--- config.mk ---
export PLATFORM = sky130hd
export DESIGN_NAME = bitp_unit
export DESIGN_NICKNAME = d
export VERILOG_FILES = /design/src/rtl/bitp_pkg.sv /design/src/rtl/bitp_addr_map.sv /design/src/rtl/bitp_alu.sv /design/src/rtl/bitp_unit.sv
export SDC_FILE = /design/constraint.sdc
export NUM_CORES = 1
export LEC_CHECK = 0
export BUFFER_PORTS_ARGS = -buffer_cell sky130_fd_sc_hd__buf_2
export CORE_AREA = 2 2 83 105
export DETAILED_ROUTE_END_ITERATION = 16
export DIE_AREA = 0 0 85 107
export PLACE_DENSITY = 0.47
export SLEW_MARGIN = 10
export SYNTH_ARGS = -nofsm -noshare
export SYNTH_HDL_FRONTEND = slang
export SYNTH_HIERARCHICAL = 1
export SYNTH_SLANG_ARGS = --single-unit
--- constraint.sdc ---
create_clock -name clk -period 5.52 [get_ports clk]
set_input_delay 1.104 -clock clk [delete_from_list [all_inputs] [get_ports clk]]
set_output_delay 1.104 -clock clk [all_outputs]
set_load 0.005 [all_outputs]
--- src/rtl/bitp_pkg.sv ---
package bitp_pkg;

  typedef enum logic [2:0] {
    OP_ANL   = 3'd0,
    OP_ANL_N = 3'd1,
    OP_ORL   = 3'd2,
    OP_ORL_N = 3'd3,
    OP_CLR_C = 3'd4,
    OP_SET_C = 3'd5,
    OP_CLR_B = 3'd6,
    OP_SET_B = 3'd7
  } bitp_op_e;

  typedef enum logic [1:0] {
    S_IDLE,
    S_READ,
    S_EXEC
  } bitp_state_e;

  function automatic logic op_uses_mem(input bitp_op_e op);
    return !(op == OP_CLR_C || op == OP_SET_C);
  endfunction

  function automatic logic op_writes_byte(input bitp_op_e op);
    return (op == OP_CLR_B || op == OP_SET_B);
  endfunction

endpackage

--- src/rtl/bitp_addr_map.sv ---
module bitp_addr_map #(
  parameter int ADDR_W   = 8,
  parameter int DATA_W   = 8,
  parameter int RAM_BASE = 32,
  localparam int SEL_W   = $clog2(DATA_W)
) (
  input  logic [ADDR_W-1:0] bit_addr,
  output logic [ADDR_W-1:0] byte_addr,
  output logic [SEL_W-1:0]  bit_pos
);

  always_comb begin
    bit_pos = bit_addr[SEL_W-1:0];
    if (bit_addr[ADDR_W-1]) begin
      // upper region: register space, byte aligned on the bit group
      byte_addr = {bit_addr[ADDR_W-1:SEL_W], {SEL_W{1'b0}}};
    end else begin
      // lower region: packed bit-addressable RAM window
      byte_addr = ADDR_W'(RAM_BASE) + (bit_addr >> SEL_W);
    end
  end

endmodule

--- src/rtl/bitp_alu.sv ---
module bitp_alu
  import bitp_pkg::*;
#(
  parameter int DATA_W = 8,
  localparam int SEL_W = $clog2(DATA_W)
) (
  input  bitp_op_e          op,
  input  logic              cy_in,
  input  logic [DATA_W-1:0] byte_in,
  input  logic [SEL_W-1:0]  bit_pos,
  output logic              cy_out,
  output logic [DATA_W-1:0] byte_out
);

  logic sel_bit;
  logic operand;
  logic new_bit;

  assign sel_bit = byte_in[bit_pos];
  assign operand = (op == OP_ANL_N || op == OP_ORL_N) ? ~sel_bit : sel_bit;
  assign new_bit = (op == OP_SET_B);

  always_comb begin
    case (op)
      OP_ANL, OP_ANL_N: cy_out = cy_in & operand;
      OP_ORL, OP_ORL_N: cy_out = cy_in | operand;
      OP_CLR_C:         cy_out = 1'b0;
      OP_SET_C:         cy_out = 1'b1;
      default:          cy_out = cy_in;
    endcase
  end

  for (genvar i = 0; i < DATA_W; i++) begin : g_merge
    assign byte_out[i] = (bit_pos == SEL_W'(i)) ? new_bit : byte_in[i];
  end

endmodule

--- src/rtl/bitp_unit.sv ---
module bitp_unit
  import bitp_pkg::*;
#(
  parameter int ADDR_W   = 8,
  parameter int DATA_W   = 8,
  parameter int RAM_BASE = 32,
  parameter int CY_BIT   = 7,
  localparam int SEL_W   = $clog2(DATA_W)
) (
  input  logic              clk,
  input  logic              rst,
  input  logic              op_valid,
  input  logic [2:0]        op_code,
  input  logic [ADDR_W-1:0] bit_addr,
  output logic              busy,
  output logic              done,
  output logic [ADDR_W-1:0] mem_addr,
  output logic              mem_rd_en,
  input  logic [DATA_W-1:0] mem_rdata,
  output logic              mem_wr_en,
  output logic [DATA_W-1:0] mem_wdata,
  input  logic [DATA_W-1:0] psw_in,
  output logic              psw_we,
  output logic [DATA_W-1:0] psw_wdata
);

  localparam logic [DATA_W-1:0] CY_MASK = DATA_W'(1) << CY_BIT;

  bitp_state_e       state;
  bitp_op_e          op_in;
  bitp_op_e          op_q;
  bitp_op_e          alu_op;
  logic [SEL_W-1:0]  pos_q;
  logic [ADDR_W-1:0] map_byte;
  logic [SEL_W-1:0]  map_pos;
  logic              alu_cy;
  logic [DATA_W-1:0] alu_byte;
  logic [DATA_W-1:0] psw_new;
  logic              accept;

  assign op_in  = bitp_op_e'(op_code);
  assign busy   = (state != S_IDLE);
  assign accept = op_valid && !busy;
  assign alu_op = (state == S_IDLE) ? op_in : op_q;

  bitp_addr_map #(
    .ADDR_W  (ADDR_W),
    .DATA_W  (DATA_W),
    .RAM_BASE(RAM_BASE)
  ) u_map (
    .bit_addr (bit_addr),
    .byte_addr(map_byte),
    .bit_pos  (map_pos)
  );

  bitp_alu #(
    .DATA_W(DATA_W)
  ) u_alu (
    .op      (alu_op),
    .cy_in   (psw_in[CY_BIT]),
    .byte_in (mem_rdata),
    .bit_pos (pos_q),
    .cy_out  (alu_cy),
    .byte_out(alu_byte)
  );

  always_comb begin
    psw_new         = psw_in;
    psw_new[CY_BIT] = alu_cy;
  end

  always_ff @(posedge clk) begin
    if (rst) begin
      state     <= S_IDLE;
      op_q      <= OP_ANL;
      pos_q     <= '0;
      done      <= 1'b0;
      mem_addr  <= '0;
      mem_rd_en <= 1'b0;
      mem_wr_en <= 1'b0;
      mem_wdata <= '0;
      psw_we    <= 1'b0;
      psw_wdata <= '0;
    end else begin
      done      <= 1'b0;
      mem_rd_en <= 1'b0;
      mem_wr_en <= 1'b0;
      psw_we    <= 1'b0;
      case (state)
        S_IDLE: begin
          if (op_valid) begin
            if (op_uses_mem(op_in)) begin
              state     <= S_READ;
              op_q      <= op_in;
              pos_q     <= map_pos;
              mem_addr  <= map_byte;
              mem_rd_en <= 1'b1;
            end else begin
              psw_we    <= 1'b1;
              psw_wdata <= psw_new;
              done      <= 1'b1;
            end
          end
        end
        S_READ: state <= S_EXEC;
        S_EXEC: begin
          state <= S_IDLE;
          done  <= 1'b1;
          if (op_writes_byte(op_q)) begin
            mem_wr_en <= 1'b1;
            mem_wdata <= alu_byte;
          end else begin
            psw_we    <= 1'b1;
            psw_wdata <= psw_new;
          end
        end
        default: state <= S_IDLE;
      endcase
    end
  end

  // ---------------- assertions ----------------
  assert_reset_R1: assert property (@(posedge clk)
    rst |=> (!done && !mem_rd_en && !mem_wr_en && !psw_we && !busy));

  assert_map_ram_R2: assert property (@(posedge clk) disable iff (rst)
    (accept && op_uses_mem(op_in) && !bit_addr[ADDR_W-1]) |=>
      (mem_rd_en && mem_addr == ADDR_W'(RAM_BASE) + ($past(bit_addr) >> SEL_W)));

  assert_map_sfr_R3: assert property (@(posedge clk) disable iff (rst)
    (accept && op_uses_mem(op_in) && bit_addr[ADDR_W-1]) |=>
      (mem_rd_en && mem_addr[SEL_W-1:0] == '0 &&
       mem_addr[ADDR_W-1:SEL_W] == $past(bit_addr[ADDR_W-1:SEL_W])));

  assert_psw_keep_R4: assert property (@(posedge clk) disable iff (rst)
    psw_we |-> ((psw_wdata & ~CY_MASK) == ($past(psw_in) & ~CY_MASK)));

  assert_carry_only_R6: assert property (@(posedge clk) disable iff (rst)
    (accept && !op_uses_mem(op_in)) |=> (psw_we && done && !mem_rd_en && !mem_wr_en));

  assert_byte_keep_R7: assert property (@(posedge clk) disable iff (rst)
    mem_wr_en |-> ($countones(mem_wdata ^ $past(mem_rdata)) <= 1));

  assert_one_target_R7: assert property (@(posedge clk) disable iff (rst)
    !(mem_wr_en && psw_we));

  assert_seq_R8: assert property (@(posedge clk) disable iff (rst)
    mem_wr_en |-> $past(mem_rd_en, 2));

  assert_ignore_R9: assert property (@(posedge clk) disable iff (rst)
    (busy && op_valid) |=> !mem_rd_en);

endmodule

* Word level (Yosys, flattened, before mapping) *
Index checks and enable logic that the tools add are counted.

word-level totals
  flip-flop bits (word level) = 36
  bits of input ports = 30
  output and inout port bits = 29
  word-level logic and storage cells = 86

operators by class
  add/subtract/negate cells = 1
  order comparisons = 1
  equality and inequality tests = 23
  mux-type cells = 28
  bitwise logic cells = 7
  reductions and logical operators = 16

operator list
  operator                                                     count
  == test 3 bit (second input constant)                        11
  2-to-1 mux 8 bit                                             4
  one-hot mux 8 bit (2 select lines)                           1
  2-to-1 mux 1 bit                                             15
  == test 3 x 2 -> 1 bit (second input constant)               4
  adder 6 x 5 -> 7 bit (first input constant)                  1
  == test 3 x 1 -> 1 bit (second input constant)               2
  zero test 3 bit                                              2
  != test 2 bit (second input constant)                        3
  OR reduction 2 bit                                           3
  NOT 1 bit                                                    5
  less-than comparator 3 x 4 -> 1 bit (second input constant)  1
  2-to-1 mux 2 bit                                             2
  one-hot mux 1 bit (2 select lines)                           2
  one-hot mux 1 bit (4 select lines)                           1
  one-hot mux 2 bit (2 select lines)                           1
  AND reduction 2 bit                                          2
  AND reduction 4 bit                                          1
  nonzero test 2 bit                                           2
  binary-select mux 1 bit (select 3 bit)                       1
  logical OR 1 bit                                             3
  2-to-1 mux 3 bit                                             1
  AND reduction 3 bit                                          1
  OR reduction 3 bit                                           1
  6 further kinds                                              6

* Depth between registers and ports, before layout *
Gate-level depths: netlist of run 1.

  depth after elaboration = 10
  depth in mapped cells = 9
  depth with buffers taken out = 8

* By module *
The synthesis of run 1 kept the hierarchy.

modules (own cells, without submodules)
  module         times used  cells each  area each (µm²)  sequential area each (µm²)
  bitp_unit      1           160         1480.2           720.7
  bitp_alu       1           43          310.3            0.0
  bitp_addr_map  1           11          92.6             0.0

* Worst setup path before layout of run 1 *
Ideal clock, no wire load.

  kind = input to register
  from = input port op_code[0]
  to = register psw_wdata[7]
  library setup time = 0.072 ns
  arrival = 2.354 ns
  required time = 5.448 ns
  path slack = 3.095 ns
  cell stages on the path = 6
  path buffers = 0
  cell sequence = mux2_2 or3b_2 a211o_1 nand3_1 nand2b_1 mux2i_1

between the ends
  longest elaborated chain between the ends = 9
  elaborated cells on any way between the ends = 23
  classes of those cells = eq/ne: 8; mux: 7; bitwise: 2; reduce/logical: 6

RTL lines
  item                                                              RTL line                        source
  start, declared                                                   bitp_unit.sv:13                 input logic [2:0] op_code,
  2-to-1 mux 3 bit *                                                bitp_unit.sv:44                 assign alu_op = (state == S_IDLE) ? op_in : op_q;
  == test 3 x 1 -> 1 bit or == test 3 x 2 -> 1 bit (tied branches)  bitp_alu.sv:20, bitp_alu.sv:24
  logical OR 1 bit                                                  bitp_alu.sv:20                  assign operand = (op == OP_ANL_N || op == OP_ORL_N) ? ~sel_bit : sel_bit;
  2-to-1 mux 1 bit                                                  bitp_alu.sv:20
  OR 1 bit or bitwise AND 1 bit (tied branches)                     bitp_alu.sv:26, bitp_alu.sv:25
  one-hot mux 1 bit (4 select lines) *                              bitp_alu.sv:24                  case (op)
  net alu_cy                                                        bitp_unit.sv:36                 logic alu_cy;
  2-to-1 mux 8 bit                                                  bitp_unit.sv:92                 if (op_uses_mem(op_in)) begin
  2-to-1 mux 8 bit                                                  bitp_unit.sv:91                 if (op_valid) begin
  one-hot mux 8 bit (2 select lines) *                              bitp_unit.sv:89                 case (state)
  end signal, assigned                                              bitp_unit.sv:100                psw_wdata <= psw_new;
  end signal, assigned                                              bitp_unit.sv:114                psw_wdata <= psw_new;
  end, declared                                                     bitp_unit.sv:24                 output logic [DATA_W-1:0] psw_wdata

Mark *: on every way through the listed nets, which the timed path passes. The rest lies on a longest branch. The select of a mux whose other input is x is not followed.
A chain may end at the register's enable or synchronous reset.

* Worst setup path after layout of run 1 *
  from = input port op_code[2]
  to = register psw_wdata[7]

between the ends
  longest elaborated chain between the ends = 9
  elaborated cells on any way between the ends = 23
  classes of those cells = eq/ne: 8; mux: 7; bitwise: 2; reduce/logical: 6

RTL lines
  item                                                              RTL line                        source
  2-to-1 mux 3 bit *                                                bitp_unit.sv:44
  net alu_op[2]                                                     bitp_unit.sv:32                 bitp_op_e alu_op;
  == test 3 x 1 -> 1 bit or == test 3 x 2 -> 1 bit (tied branches)  bitp_alu.sv:20, bitp_alu.sv:24
  logical OR 1 bit                                                  bitp_alu.sv:20
  2-to-1 mux 1 bit                                                  bitp_alu.sv:20
  OR 1 bit or bitwise AND 1 bit (tied branches)                     bitp_alu.sv:26, bitp_alu.sv:25
  one-hot mux 1 bit (4 select lines) *                              bitp_alu.sv:24
  net alu_cy                                                        bitp_unit.sv:36
  2-to-1 mux 8 bit                                                  bitp_unit.sv:92
  2-to-1 mux 8 bit                                                  bitp_unit.sv:91
  one-hot mux 8 bit (2 select lines) *                              bitp_unit.sv:89

Marked as above.

==> key figures, run 1 <==
Worst hold path
  – Worst hold-check path type: flip-flop to flip-flop
  – HP Start: mem_wdata[5]
  – Hold depth: 2
  – Worst Hold End: mem_wdata[5]

Clock network
  – Total CTS buffers: 5
  – Post_cts resized: 0
  – TritonCTS clock tree: done
  – CTS Sinks: 36
  – Hold_buf cts: 0
  – Clock Path Buffers: 2
  – Post-CTS setup buffer count: 0
  – Clock Pin Slew Worst Setup and Hold Paths: around 0.080 ns
  – Root Driver: clkbuf_8
  – # H-tree levels: 2
  – Clk_lat worst skew: between 0.2 and 0.3 ns

Synth
  – Synthesis Warnings: 6
  – Synth Net Count: 244
  – Mapped Cells: ~210
  – #FFs+latches synth: 36
  – Main flop type after synthesis: dfxtp_1
  – Cell taking the most area after synthesis: dfxtp_1
  – Post-synthesis sequential area ratio: roughly two fifths
  – Netlist cell types: 37
  – Syn Area/Cell: approximately 9 µm²
  – Top-count cell post-synth: dfxtp_1
  – Synth cell count leaders: dfxtp_1 (36), a21oi_1 (22), nand2_1 (22)
  – Async S/R FF share, synth: 0%
  – Top post-synthesis cells by area: dfxtp_1 (38%), nand2b_1 (6.6%), a21oi_1 (5.8%)
  – Top cell type's share of synthesized area: 38.3%
  – Syn Std Cell Area: 0.00188 mm²
  – Post-synth EDFFs: 0

Timing
  – Slew Limit Fails: 0
  – Final setup vio count: 0
  – Hold slack: roughly 0.45 ns
  – Fmax: approximately 0.43 GHz
  – Slew headroom: just over 50%
  – Unrepaired setup endpoints after global routing: no
  – Final Skew: between 0.006 and 0.007 ns
  – Post-layout minimum cycle time: approximately 2.3 ns
  – Final setup TNS: 0 ns
  – Final Cycle Share: a little over two fifths
  – Worst slew pin tran: ~0.73 ns
  – Final Hold Vio Count: 0

Setup path
  – Reg2Reg Setup Slack: 3.32 ns
  – Cells along the critical path: buf_2, mux2_2, or3b_2, a211o_1, nand3_1, nand2b_1, mux2i_1
  – Data required time of the worst path: 5.74 ns
  – Capturing point of the worst reg2reg path: psw_wdata[7]
  – Family with the most delay on the worst path: simple AND/OR/NAND/NOR gates
  – CP bufs+invs: 1
  – Reg2Reg Launch Point: state[0]
  – Setup crit end kind: flip-flop
  – Startpoint type of the worst setup path: input pin
  – Crit path kind: input pin to flip-flop
  – Crit-path max cell delay: approximately 0.45 ns
  – Reg2Reg Depth: 7
  – Peak fanout along the critical path: 6
  – Max stage delay cell, worst path: or3b_2
  – Critical Path AT: roughly 2.5 ns

Cells and area
  – Fraction of layout cells with a size suffix above 1: approximately 32%
  – Fin area: about 0.0023 mm²
  – Antenna Diode Count: 0
  – Final #Nets: between 200 and 300
  – Layout area overhead: 20.5%
  – Non-Filler Instances: about 360

Flow run
  – MaxCap Viol Count: 0

Status
  – Status: completed

Pwr
  – Power per cell area: roughly 250 mW/mm²
  – PnR Total Power: 0.564 mW
  – Worst VDD drop: between 0.09 and 0.1 mV
  – Leak pwr: 0.941 nW

Routing
  – Via count: approximately 1.6k
  – Iter 0 DRT Violations: between 40 and 50
  – WL per Instance: approximately 13 µm
  – Router iterations before antenna repair: 4
  – Via density per instance: between 4 and 5
  – Routed WL: 4720 µm
  – DRC: 0
  – Post-DRT Antenna Nets: 0

Floorplan
  – Starting Density: approximately 23%
  – FP Rows: 37
  – I/O pin cnt: around 60
  – Full die area: a little over 0.009 mm²
  – Core ar.: 0.00810 mm²
  – Die X: 85 µm
  – Die Height: about 110 µm

GRT
  – Gr usage total: roughly a tenth
  – Overflow left after global routing: 0
  – Vias in the first global route: ~1.5k
  – Initial antenna violation count: 0
  – Largest net degree at the start of global routing: 45
  – First-pass GRT wire length: between 7000 and 8000 µm

Place
  – Gp weighted congestion: 0.683
  – DPL Wire Length: about 3400 µm
  – DP Area: between 0.002 and 0.0025 mm²
  – Placed insts: between 300 and 400
  – Input/output buffers: a little under 60
==> layout make-up <==
type                       instances  area, µm²
multi-input combinational        158       1040
inverter                           2       7.51
sequential                        36        721
tap                               97        121
fill                             905       5830
clock buffer                       8       90.1
timing repair buffer              58        290
==> state kept, by name (all words and copies together) (netlist names) <==
signal     cells
psw_wdata      8
mem_wr_en      1
mem_wdata      8
mem_rd_en      1
pos_q          3
state          2
mem_addr       8
done           1
psw_we         1
op_q           3
==> how the worst max path moves through the flow <==
stage                from            to  slack (ns)  cells after the start
3_5_place_dp   op_code[2]  psw_wdata[7]        2.89                      7
2_1_floorplan  op_code[0]  psw_wdata[7]        3.09                      6
4_1_cts          state[0]          busy        3.18                      3
6_report       op_code[2]  psw_wdata[7]        3.20                      7
3_3_place_gp   op_code[2]  psw_wdata[7]        2.91                      7
5_1_grt          state[0]          busy        3.10                      3
==> worst reg2reg max path: stages, from the launching register on <==
cell      delay (ns)
dfxtp_1         0.41
nor2_1          0.31
mux2_2          0.42
or3b_2          0.47
a211o_1         0.30
nand3_1         0.08
nand2b_1        0.05
mux2i_1         0.11
==> power breakdown <==
part | switching, mW | leakage [nW] | total (mW) | internal (mW)
clock network | 0.0943 | 0.0455 | 0.196 | 0.102
registers | 0.0105 | 0.293 | 0.281 | 0.270
logic | 0.0450 | 0.602 | 0.0870 | 0.0420
total | 0.150 | 0.941 | 0.564 | 0.414
==> through the flow <==
stage / util [%] / worst slack, ns
final: 28.0 / 3.20
after floorplan: - / 3.09
after global routing: 28.0 / 3.10
after detailed placement: 26.9 / 2.89
after CTS: 28.0 / 3.18
after global placement: 26.9 / 2.91
==> placed cells by master, fill, tap and decap left out, drive strengths merged, types with 2 or more instances in the layout <==
cell,instances
a21oi,22
and2,3
and2b,4
buf,58
clkbuf,8
dfxtp,36
inv,2
mux2,13
mux2i,10
nand2,22
nand2b,20
nand3,14
nor2,9
nor2b,4
nor3,8
nor4b,2
o21ai,14
or3b,2
==> cells by family after synthesis <==
logic type	synth area share, %
muxes	13.3
AOI/OAI and AO/OA	13.8
and+or+nand+nor	28.1
DFF	38.3
buffers and inverters	6.51
==> per-layer routing <==
metal / vias to the layer above / share of wire [%] / global-route usage (%) / wire length, µm
met1: 735 / 47 / 13.7 / 2210
met5: - / 0 / 0 / 0
li1: 837 / - / - / -
met2: 30 / 49 / 17.2 / 2290
met4: 0 / 1.8 / 4.08 / 83
met3: 6 / 2.9 / 1.92 / 139
No activity file was read; power rests on OpenSTA's default activity.
==> run 2: changes to the inputs <==
ABC_AREA = 1   (was not set)
CORE_AREA = 2 2 81 102   (was 2 2 83 105)
DIE_AREA = 0 0 83 104   (was 0 0 85 107)
PLACE_DENSITY = 0.49   (was 0.47)
clock period = 2.11 ns   (was 5.52 ns; I/O delays follow)
==> key figures, run 2 <==
Setup path
  – Most Frequent Cell on Critical Path: nor2_1
  – Critical path origin: state[0]
  – CP bufs+invs: 2 (+1)
  – Crit-path max cell delay: 0.37 ns (-0.08 ns)
  – Reg2Reg Setup Slack: 0.40 ns (-2.92 ns)
  – Cells along the critical path: nor2_4, inv_1, o21ai_0, nand2_1, nor2_1, inv_1, o31ai_1, nor2_1, nor2_1
  – Max stage delay cell, worst path: dfxtp_1
  – Data required time of the worst path: 2.34 ns (-3.40 ns)
  – Family with the most delay on the worst path: simple AND/OR/NAND/NOR gates
  – Startpoint type of the worst setup path: flip-flop
  – Worst path depth: 9 (+2)
  – Setup crit end kind: flip-flop
  – Reg2Reg Depth: 9 (+2)
  – Peak fanout along the critical path: 7 (+1)
  – Crit path kind: flip-flop to flip-flop
  – Reg2Reg Launch Point: state[0]
  – Critical Path AT: 1.93 ns (-0.61 ns)

Pwr
  – Combinational power share: 13.3% (-2.1 points)
  – Power per cell area: 799 mW/mm² (+220%)
  – Clock share of power: 46.5% (+12 points)
  – Sw Share: 23.4% (-3.2 points)
  – Sequential Power Share: 40.2% (-9.6 points)
  – Leak pwr: 1.19 nW (+27%)
  – Pint: 1.40 mW (+240%)
  – Worst VDD drop: 0.330 mV (+250%)
  – PnR Total Power: 1.83 mW (+220%)
  – Sw Pwr: 0.428 mW (+190%)

Timing
  – Final setup vio count: 0 (unchanged)
  – Worst slew pin tran: 0.622 ns (-0.104 ns)
  – Slew headroom: 58.5% (+6.9 points)
  – Final Hold Vio Count: 0 (unchanged)
  – Final Cycle Share: about four fifths
  – Slew Limit Fails: 0 (unchanged)
  – Final Skew: 0.00553 ns (-0.000518 ns)
  – Post-layout minimum cycle time: about 1.7 ns
  – Fmax: a little under 0.6 GHz
  – Unrepaired setup endpoints after global routing: no
  – Final setup TNS: 0 ns (unchanged)

Clock network
  – TritonCTS clock tree: done
  – Clock Pin Slew Worst Setup and Hold Paths: 0.08 ns (about the same)
  – Hold_buf cts: 0 (unchanged)
  – Post_cts resized: 0 (unchanged)
  – Clk_lat worst skew: 0.29 ns (about the same)
  – Total CTS buffers: 5 (unchanged)
  – Root Driver: clkbuf_8
  – # H-tree levels: 2 (unchanged)
  – Clock Path Buffers: 2 (unchanged)
  – Post-CTS setup buffer count: 0 (unchanged)
  – CTS Sinks: 36 (unchanged)

Worst hold path
  – Hold depth: 3 (+1)
  – Worst hold-check path type: input pin to flip-flop
  – HP Start: psw_in[3]

Cells and area
  – Largest registers: mem_addr (8), mem_wdata (8), psw_wdata (8)
  – Non-Filler Instances: 426 (+19%)
  – Fin area: 0.00229 mm² (+0.99%)
  – Fraction of layout cells with a size suffix above 1: 24.2% (-7.9 points)
  – Antenna Diode Count: 0 (unchanged)
  – Commonest non-fill, non-tap cell in the layout: nand2_1
  – Commonest non-fill, non-tap cells in the layout: nand2_1 (79), buf_2 (58), nor2_1 (49)
  – Layout Utilization: 29.8% (+1.7 points)
  – Final #Nets: 360 (+24%)
  – Layout area overhead: 27.9%

GRT
  – Gr usage total: 11.0% (+0.51 points)
  – Initial antenna violation count: 0 (unchanged)
  – Overflow left after global routing: 0 (unchanged)
  – First-pass GRT wire length: 7680 µm (+0.35%)
  – Largest net degree at the start of global routing: 19 (-58%)
  – Vias in the first global route: 1,667 (+7.9%)

Synth
  – Top-count cell post-synth: nand2_1
  – Top cell type's share of synthesized area: 40.2% (+2.0 points)
  – Mapped Cells: 274 (+28%)
  – Syn Area/Cell: 6.54 µm² (-26%)
  – Async S/R FF share, synth: 0% (unchanged)
  – Netlist cell types: 24 (-35%)
  – Post-synth EDFFs: 0 (unchanged)
  – Synth cell count leaders: nand2_1 (79), nor2_1 (49), dfxtp_1 (36)
  – Synthesis Warnings: 6 (unchanged)
  – Post-synthesis sequential area ratio: 40.2% (+2.0 points)
  – Syn Std Cell Area: 0.00179 mm² (-4.9%)
  – #FFs+latches synth: 36 (unchanged)
  – Synth Net Count: 304 (+25%)
  – Cell taking the most area after synthesis: dfxtp_1
  – Main flop type after synthesis: dfxtp_1
  – Top post-synthesis cells by area: dfxtp_1 (40%), nand2_1 (17%), nor2_1 (10%)

Floorplan
  – Die X: 83 µm (-2.4%)
  – FP Rows: 36 (-2.7%)
  – Full die area: 0.00863 mm² (-5.1%)
  – I/O pin cnt: 59 (unchanged)
  – Core ar.: 0.00770 mm² (-4.9%)
  – Die Height: 104 µm (-2.8%)
  – Starting Density: 23.3% (about the same)

Routing
  – Router iterations before antenna repair: 4 (unchanged)
  – Via count: 1,780 (+11%)
  – DRC: 0 (unchanged)
  – Routed WL: 4710 µm (-0.25%)
  – Iter 0 DRT Violations: 141 (+220%)
  – Post-DRT Antenna Nets: 0 (unchanged)
  – Via density per instance: 4.18 (-6.7%)
  – WL per Instance: 11.1 µm (-16%)

Place
  – Gp weighted congestion: 0.800 (+17%)
  – DP Area: 0.00213 mm² (-2.1%)
  – Placed insts: 418 (+19%)
  – Input/output buffers: 58 (unchanged)
  – DPL Wire Length: 3480 µm (+1.8%)

Status
  – Status: completed

Flow run
  – MaxCap Viol Count: 0 (unchanged)
## run 2: cells by family (layout without fill, tap and decap cells)
group                  after synthesis  after routing  share of synthesized area, %
AND/OR/NAND/NOR                    159            159                          37.7
AO/OA/AOI/OAI                       34             34                          9.78
flip-flops                          36             36                          40.2
buffers and inverters               45            102                          12.3
## run 2: area by class of cell
class	instances	area (µm²)
fill	879	5410
clock inverter	3	90.1
timing repair buffer	61	313
clock buffer	5	68.8
inverter	33	130
sequential	36	721
tap	95	119
multi-input combinational	193	851
## run 2: power groups by stage
stage / Clock, mW / Sequential, mW / Combinational (mW)
floorplan: 0 / 0.746 / 0.169
detailed placement: 0 / 0.752 / 0.247
CTS: 0.877 / 0.736 / 0.248
global route: 0.907 / 0.740 / 0.281
finish: 0.851 / 0.736 / 0.243
global placement: 0 / 0.751 / 0.245
## run 2: metal layers
metal / vias to the layer above / track usage [%] / routed length (µm)
met5: - / 0 / 0
met4: 0 / 4.92 / 77
met3: 5 / 2.62 / 156
met2: 34 / 19.2 / 2390
met1: 786 / 12.7 / 2090
li1: 955 / - / -
## run 2: per-stage QoR
step	hold slack (ns)	setup slack (ns)
floorplan	0.445	0.388
global placement	0.452	0.480
detailed placement	0.455	0.454
CTS	0.351	0.418
global route	0.360	0.155
finish	0.361	0.404
## run 2: final timing paths
kind                  end
max          mem_wdata[7]
min          psw_wdata[3]
max reg2reg  mem_wdata[7]
min reg2reg   mem_addr[7]
## run 2: worst min-delay path, stage by stage
cell and delay [ns]:
buf_2 0.08, nor2_1 0.04, nor2_1 0.08
